### config.mk
export PLATFORM = sky130hd
export DESIGN_NAME = cp_sysop_ctrl
export DESIGN_NICKNAME = d
export VERILOG_FILES = /design/src/rtl/cp_sysop_pkg.sv /design/src/rtl/cp_sysop_decode.sv /design/src/rtl/cp_sysop_fsm.sv /design/src/rtl/cp_sysop_link.sv /design/src/rtl/cp_sysop_ctrl.sv
export SDC_FILE = /design/constraint.sdc
export NUM_CORES = 1
export LEC_CHECK = 0
export BUFFER_PORTS_ARGS = -buffer_cell sky130_fd_sc_hd__buf_2
export CORE_ASPECT_RATIO = 2
export CORE_MARGIN = 5
export CORE_UTILIZATION = 48
export CTS_CLUSTER_DIAMETER = 60
export DETAILED_ROUTE_END_ITERATION = 8
export GPL_TIMING_DRIVEN = 0
export PLACE_DENSITY_LB_ADDON = 0.05
export SLEW_MARGIN = 30
export SYNTH_ARGS = -nofsm -noshare
export SYNTH_HDL_FRONTEND = slang
export SYNTH_SLANG_ARGS = --single-unit
### constraint.sdc
create_clock -name clk -period 5.3 [get_ports clk]
set_clock_uncertainty 0.05 [all_clocks]
set_input_delay 0 -clock clk [delete_from_list [all_inputs] [get_ports clk]]
set_output_delay 0 -clock clk [all_outputs]
set_load 0.005 [all_outputs]
### src/rtl/cp_sysop_pkg.sv
package cp_sysop_pkg;

   typedef enum logic [1:0] {
      ST_IDLE    = 2'd0,
      ST_SLEEP   = 2'd1,
      ST_BARRIER = 2'd2
   } sysop_state_e;

   typedef struct packed {
      logic [2:0] op1;
      logic [3:0] crn;
      logic [3:0] crm;
      logic [2:0] op2;
   } sysop_enc_t;

   localparam sysop_enc_t ENC_WFI = '{op1: 3'd0, crn: 4'd7, crm: 4'd0,  op2: 3'd4};
   localparam sysop_enc_t ENC_DMB = '{op1: 3'd0, crn: 4'd7, crm: 4'd10, op2: 3'd5};

endpackage

### src/rtl/cp_sysop_decode.sv
module cp_sysop_decode
   import cp_sysop_pkg::*;
(
   input  logic       valid,
   input  sysop_enc_t enc,
   input  logic       write,
   input  logic       priv,
   input  logic       idle,
   output logic       wfi_go,
   output logic       dmb_go,
   output logic       trap
);

   logic hit_wfi;
   logic hit_dmb;
   logic take;
   logic wfi_ok;
   logic dmb_ok;

   always_comb begin
      hit_wfi = (enc == ENC_WFI);
      hit_dmb = (enc == ENC_DMB);
      take    = valid && idle;
      // wait needs write and privilege; barrier needs write only
      wfi_ok  = write && priv;
      dmb_ok  = write;
      wfi_go  = take && hit_wfi && wfi_ok;
      dmb_go  = take && hit_dmb && dmb_ok;
      trap    = take && ((hit_wfi && !wfi_ok) || (hit_dmb && !dmb_ok));
   end

endmodule

### src/rtl/cp_sysop_fsm.sv
module cp_sysop_fsm
   import cp_sysop_pkg::*;
(
   input  logic clk,
   input  logic rst_n,
   input  logic wfi_go,
   input  logic dmb_go,
   input  logic wake_any,
   input  logic bar_ack,
   output logic idle,
   output logic stall,
   output logic low_power,
   output logic bar_req,
   output logic done
);

   sysop_state_e state_q, state_d;
   logic         done_d;

   always_comb begin
      state_d = state_q;
      done_d  = 1'b0;
      unique case (state_q)
         ST_IDLE: begin
            if (wfi_go)      state_d = ST_SLEEP;
            else if (dmb_go) state_d = ST_BARRIER;
         end
         ST_SLEEP: begin
            if (wake_any) begin
               state_d = ST_IDLE;
               done_d  = 1'b1;
            end
         end
         ST_BARRIER: begin
            if (bar_ack) begin
               state_d = ST_IDLE;
               done_d  = 1'b1;
            end
         end
         default: state_d = ST_IDLE;
      endcase
   end

   always_ff @(posedge clk or negedge rst_n) begin
      if (!rst_n) begin
         state_q <= ST_IDLE;
         done    <= 1'b0;
      end else begin
         state_q <= state_d;
         done    <= done_d;
      end
   end

   always_comb begin
      idle      = (state_q == ST_IDLE);
      stall     = !idle;
      low_power = (state_q == ST_SLEEP);
      bar_req   = (state_q == ST_BARRIER);
   end

endmodule

### src/rtl/cp_sysop_link.sv
module cp_sysop_link #(
   parameter int ADDR_W      = 32,
   parameter int LINK_OFFSET = 8
) (
   input  logic              clk,
   input  logic              rst_n,
   input  logic              load,
   input  logic [ADDR_W-1:0] pc,
   output logic [ADDR_W-1:0] link
);

   localparam logic [ADDR_W-1:0] OFS = ADDR_W'(LINK_OFFSET);

   logic [ADDR_W-1:0] link_d;

   generate
      if (LINK_OFFSET == 0) begin : g_plain
         assign link_d = pc;
      end else begin : g_add
         assign link_d = pc + OFS;
      end
   endgenerate

   always_ff @(posedge clk or negedge rst_n) begin
      if (!rst_n)    link <= '0;
      else if (load) link <= link_d;
   end

endmodule

### src/rtl/cp_sysop_ctrl.sv
module cp_sysop_ctrl
   import cp_sysop_pkg::*;
#(
   parameter int ADDR_W      = 32,
   parameter int WAKE_N      = 4,
   parameter int LINK_OFFSET = 8
) (
   input  logic              clk,
   input  logic              rst_n,
   input  logic              req_valid,
   input  logic [2:0]        req_op1,
   input  logic [3:0]        req_crn,
   input  logic [3:0]        req_crm,
   input  logic [2:0]        req_op2,
   input  logic              req_write,
   input  logic              req_priv,
   input  logic [31:0]       req_wdata,
   input  logic [ADDR_W-1:0] req_pc,
   input  logic [WAKE_N-1:0] wake,
   input  logic              bar_ack,
   output logic              stall,
   output logic              low_power,
   output logic              bar_req,
   output logic              undef_trap,
   output logic              done,
   output logic [ADDR_W-1:0] ret_link
);

   generate
      if (ADDR_W < 4 || ADDR_W > 64) begin : g_bad_addr
         $error("cp_sysop_ctrl: ADDR_W out of range");
      end
      if (WAKE_N < 1) begin : g_bad_wake
         $error("cp_sysop_ctrl: WAKE_N must be at least 1");
      end
      if (LINK_OFFSET < 0) begin : g_bad_ofs
         $error("cp_sysop_ctrl: LINK_OFFSET must not be negative");
      end
   endgenerate

   sysop_enc_t enc;
   logic       idle;
   logic       wfi_go;
   logic       dmb_go;
   logic       wake_any;
   logic       wdata_unused;

   assign enc          = '{op1: req_op1, crn: req_crn, crm: req_crm, op2: req_op2};
   assign wake_any     = |wake;   // no mask gating on any source
   assign wdata_unused = ^req_wdata;

   cp_sysop_decode u_decode (
      .valid  (req_valid),
      .enc    (enc),
      .write  (req_write),
      .priv   (req_priv),
      .idle   (idle),
      .wfi_go (wfi_go),
      .dmb_go (dmb_go),
      .trap   (undef_trap)
   );

   cp_sysop_fsm u_fsm (
      .clk       (clk),
      .rst_n     (rst_n),
      .wfi_go    (wfi_go),
      .dmb_go    (dmb_go),
      .wake_any  (wake_any),
      .bar_ack   (bar_ack),
      .idle      (idle),
      .stall     (stall),
      .low_power (low_power),
      .bar_req   (bar_req),
      .done      (done)
   );

   cp_sysop_link #(
      .ADDR_W      (ADDR_W),
      .LINK_OFFSET (LINK_OFFSET)
   ) u_link (
      .clk   (clk),
      .rst_n (rst_n),
      .load  (wfi_go),
      .pc    (req_pc),
      .link  (ret_link)
   );

endmodule

==> out/results.tsv <==
metric	value	unit
cts_buffer_depth	2	
dp_hpwl	4960	um
whs	0.0445	ns
netlist_instances	206	
ys_ff_latch	35	
area_delta_synth_final	36.9	%
hold_viol	0	
path_class	reg2reg	
worstReg2RegStart	u_fsm.state_q[0]$_DFFE_PN0P_	
grt_usage	0.213	
setup_violations	0	
busiest_layer	met2	
synth_edf_count	0	
hold_path_depth	3	
cts-hold-fix-buffers	17	
p_per_area	194	mW/mm2
drtAntennaViolNets	0	
holdPathEnd	u_link.link[14]$_DFFE_PN0P_	
antenna_found_initial	0	
cts.sinks	35	
final_area	0.00305	mm2
cp-startpoint	u_fsm.state_q[0]$_DFFE_PN0P_	
slew_headroom	0.479	
pre_cts_ws	3.01	ns
fin_crit_sh	0.431	
final-max-slew-violation-count	0	
critPathArrivalTime	2.42	ns
final_cells	378	
max_stage_delay	0.54	ns
ys_seq_area_frac	0.393	
die_y	106	um
max_freq	0.438	GHz
placed_area	0.00277	mm2
syn_area_per_cell	10.8	um2
min_path_type	in2reg	
start_util	0.490	
use_met2	0.390	
worstMarginPinSlew	0.782	ns
clk_pin_slew	0.08	ns
drc	0	
r2r_cells	8	
period_minus_slack	2.28	ns
hp-start	req_pc[14]	
design.portCount	125	
crit_path_top_delay_cell	or4_4	
grt-ovfl-total	0	
cts_resized	0	
tns	0	ns
r2r-end	u_link.link[15]$_DFFE_PN0P_	
ir_drop	0.216	mV
multi_input_area	0.00127	mm2
drive_gt1_frac	0.399	
clk_latency	0.28	ns
status	finished clean	
drtIter0Drc	45	
end_kind	register	
clock-root-buffer	clkbuf_8	
syn-num-nets	298	
numCtsBuffers	5	
gr-usage-met3	0.0401	
mappedNetlistArea	0.00223	mm2
cts_tree	done	
crit_top_cell	inv_1	
worst-r2r-setup-slack	3.02	ns
dp_cells	353	
core_area	0.00455	mm2
critPathLaunchType	register	
fp.dieW	58.2	um
cp.required	5.43	ns
grt_pass1_vias	2151	
io_buffers	92	
rsz0062_at_grt	false	
regArea	876	um2
die_area	0.00619	mm2
p_leak	1.48	nW
nets	414	
fin_ws	3.02	ns
total_power	0.591	mW
grt_pass1_wl	10200	um
fillers	408	
vias_per_cell	5.68	
crit_chain	inv_1, ha_1, inv_1, or4_4, buf_6, nor2_8, buf_12, mux2_4	
synth.distinct_cells	40	
h-tree-depth	2	
drtPass1Iterations	4	
rows	35	
worst-path-max-fanout	10	
via_count	2148	
final_core_util	0.670	
grt_util_met1	0.231	
post_cts_buffers	0	
wl_per_cell	16.8	um
grt_max_degree	36	
ys_warn_count	0	
maxCapViolCount	0	
synth_ff_type	dfrtp_1	
wirelength	6340	um
antenna_cells	0	
gp_congestion	0.882	
synthArstFlopShare	1.00	
==> synth_stat cells, drive strengths merged (2+ instances only) <==
cell type	count	area [um2]
or3	3	18.8
nor4	7	43.8
xor2	3	26.3
inv	6	22.5
clkbuf	2	7.51
a21oi	5	25.0
or4	4	37.5
and3	4	25.0
dfrtp	35	876
o311a	5	50.1
mux2	19	282
nand2b	2	12.5
buf	4	62.6
nand3	12	65.1
and4	3	26.3
nor2b	2	12.5
o21ai	10	50.1
o31ai	4	30.0
ha	4	50.1
xnor2	12	105
a31oi	2	12.5
nand4	14	87.6
a2bb2oi	10	87.6
nand2	9	33.8
nor2	7	42.5
a311oi	5	43.8
nor3	5	25.0
==> how the worst max path moves through the flow <==
stage                                        endpoint  slack (ns)  cells past startpoint
final                     u_link.link[15]$_DFFE_PN0P_        3.02                      8
after global routing      u_link.link[16]$_DFFE_PN0P_        2.92                      8
after CTS                 u_link.link[15]$_DFFE_PN0P_        3.00                      8
after detailed placement  u_link.link[15]$_DFFE_PN0P_        3.01                      8
after global placement    u_link.link[24]$_DFFE_PN0P_        2.86                      6
after floorplan           u_link.link[10]$_DFFE_PN0P_        3.18                      8
==> final cells by class <==
cell class                 count  share of cell area
multi-input combinational    159               0.415
clock inverter                 2              0.0115
tap                           55              0.0225
buffer                         6              0.0230
clock buffer                   6              0.0270
sequential                    35               0.287
inverter                       6             0.00738
timing repair buffer         109               0.207
==> flip-flops by register name, indices dropped and copies added (netlist names) <==
register	cells
u_fsm.done	1
u_fsm.state_q	2
u_link.link	32
==> critical path, delay by kind of cell, from the launching register on <==
kind / cells / cell delay [ns]
adder cells (fa/ha/maj): 1 / 0.18
flip-flops: 1 / 0.40
multiplexers: 1 / 0.30
AND/OR/NAND/NOR: 2 / 0.70
buffers and inverters: 4 / 0.53
==> cell families after synthesis <==
family | count (synthesis) | share of synthesized area
AOI/OAI and AO/OA | 46 | 0.153
xor gates and xnor gates | 15 | 0.0589
adders and majority gates | 4 | 0.0224
buffers and inverters | 12 | 0.0415
DFF | 35 | 0.393
muxes | 19 | 0.126
and+or+nand+nor | 75 | 0.205
==> cells in the final DEF, fill, tap and decap left out, types with 4 or more instances in the layout <==
master,count
nor2_1,6
xnor2_1,12
ha_1,4
nor4_1,6
o21ai_0,10
nand2_1,9
clkbuf_8,6
o311a_1,5
a311oi_1,5
buf_2,92
nand3_1,11
dfrtp_1,35
o31ai_1,4
mux2_4,18
dlygate4sd3_1,17
inv_1,6
and3_1,4
nand4_1,14
a2bb2oi_1,10
a21oi_1,5
nor3_1,5
==> power by group <==
group	total (mW)	switching [mW]	internal [mW]
Clock	0.254	0.101	0.152
Sequential	0.267	0.0000751	0.267
Combinational	0.0705	0.0368	0.0337
==> routing by layer <==
metal / vias up / wire, um
met1: 1017 / 2310
met2: 76 / 3450
met3: 14 / 407
li1: 1041 / -
met4: 0 / 165
met5: - / 0
No activity file was read; power rests on OpenSTA's default activity.
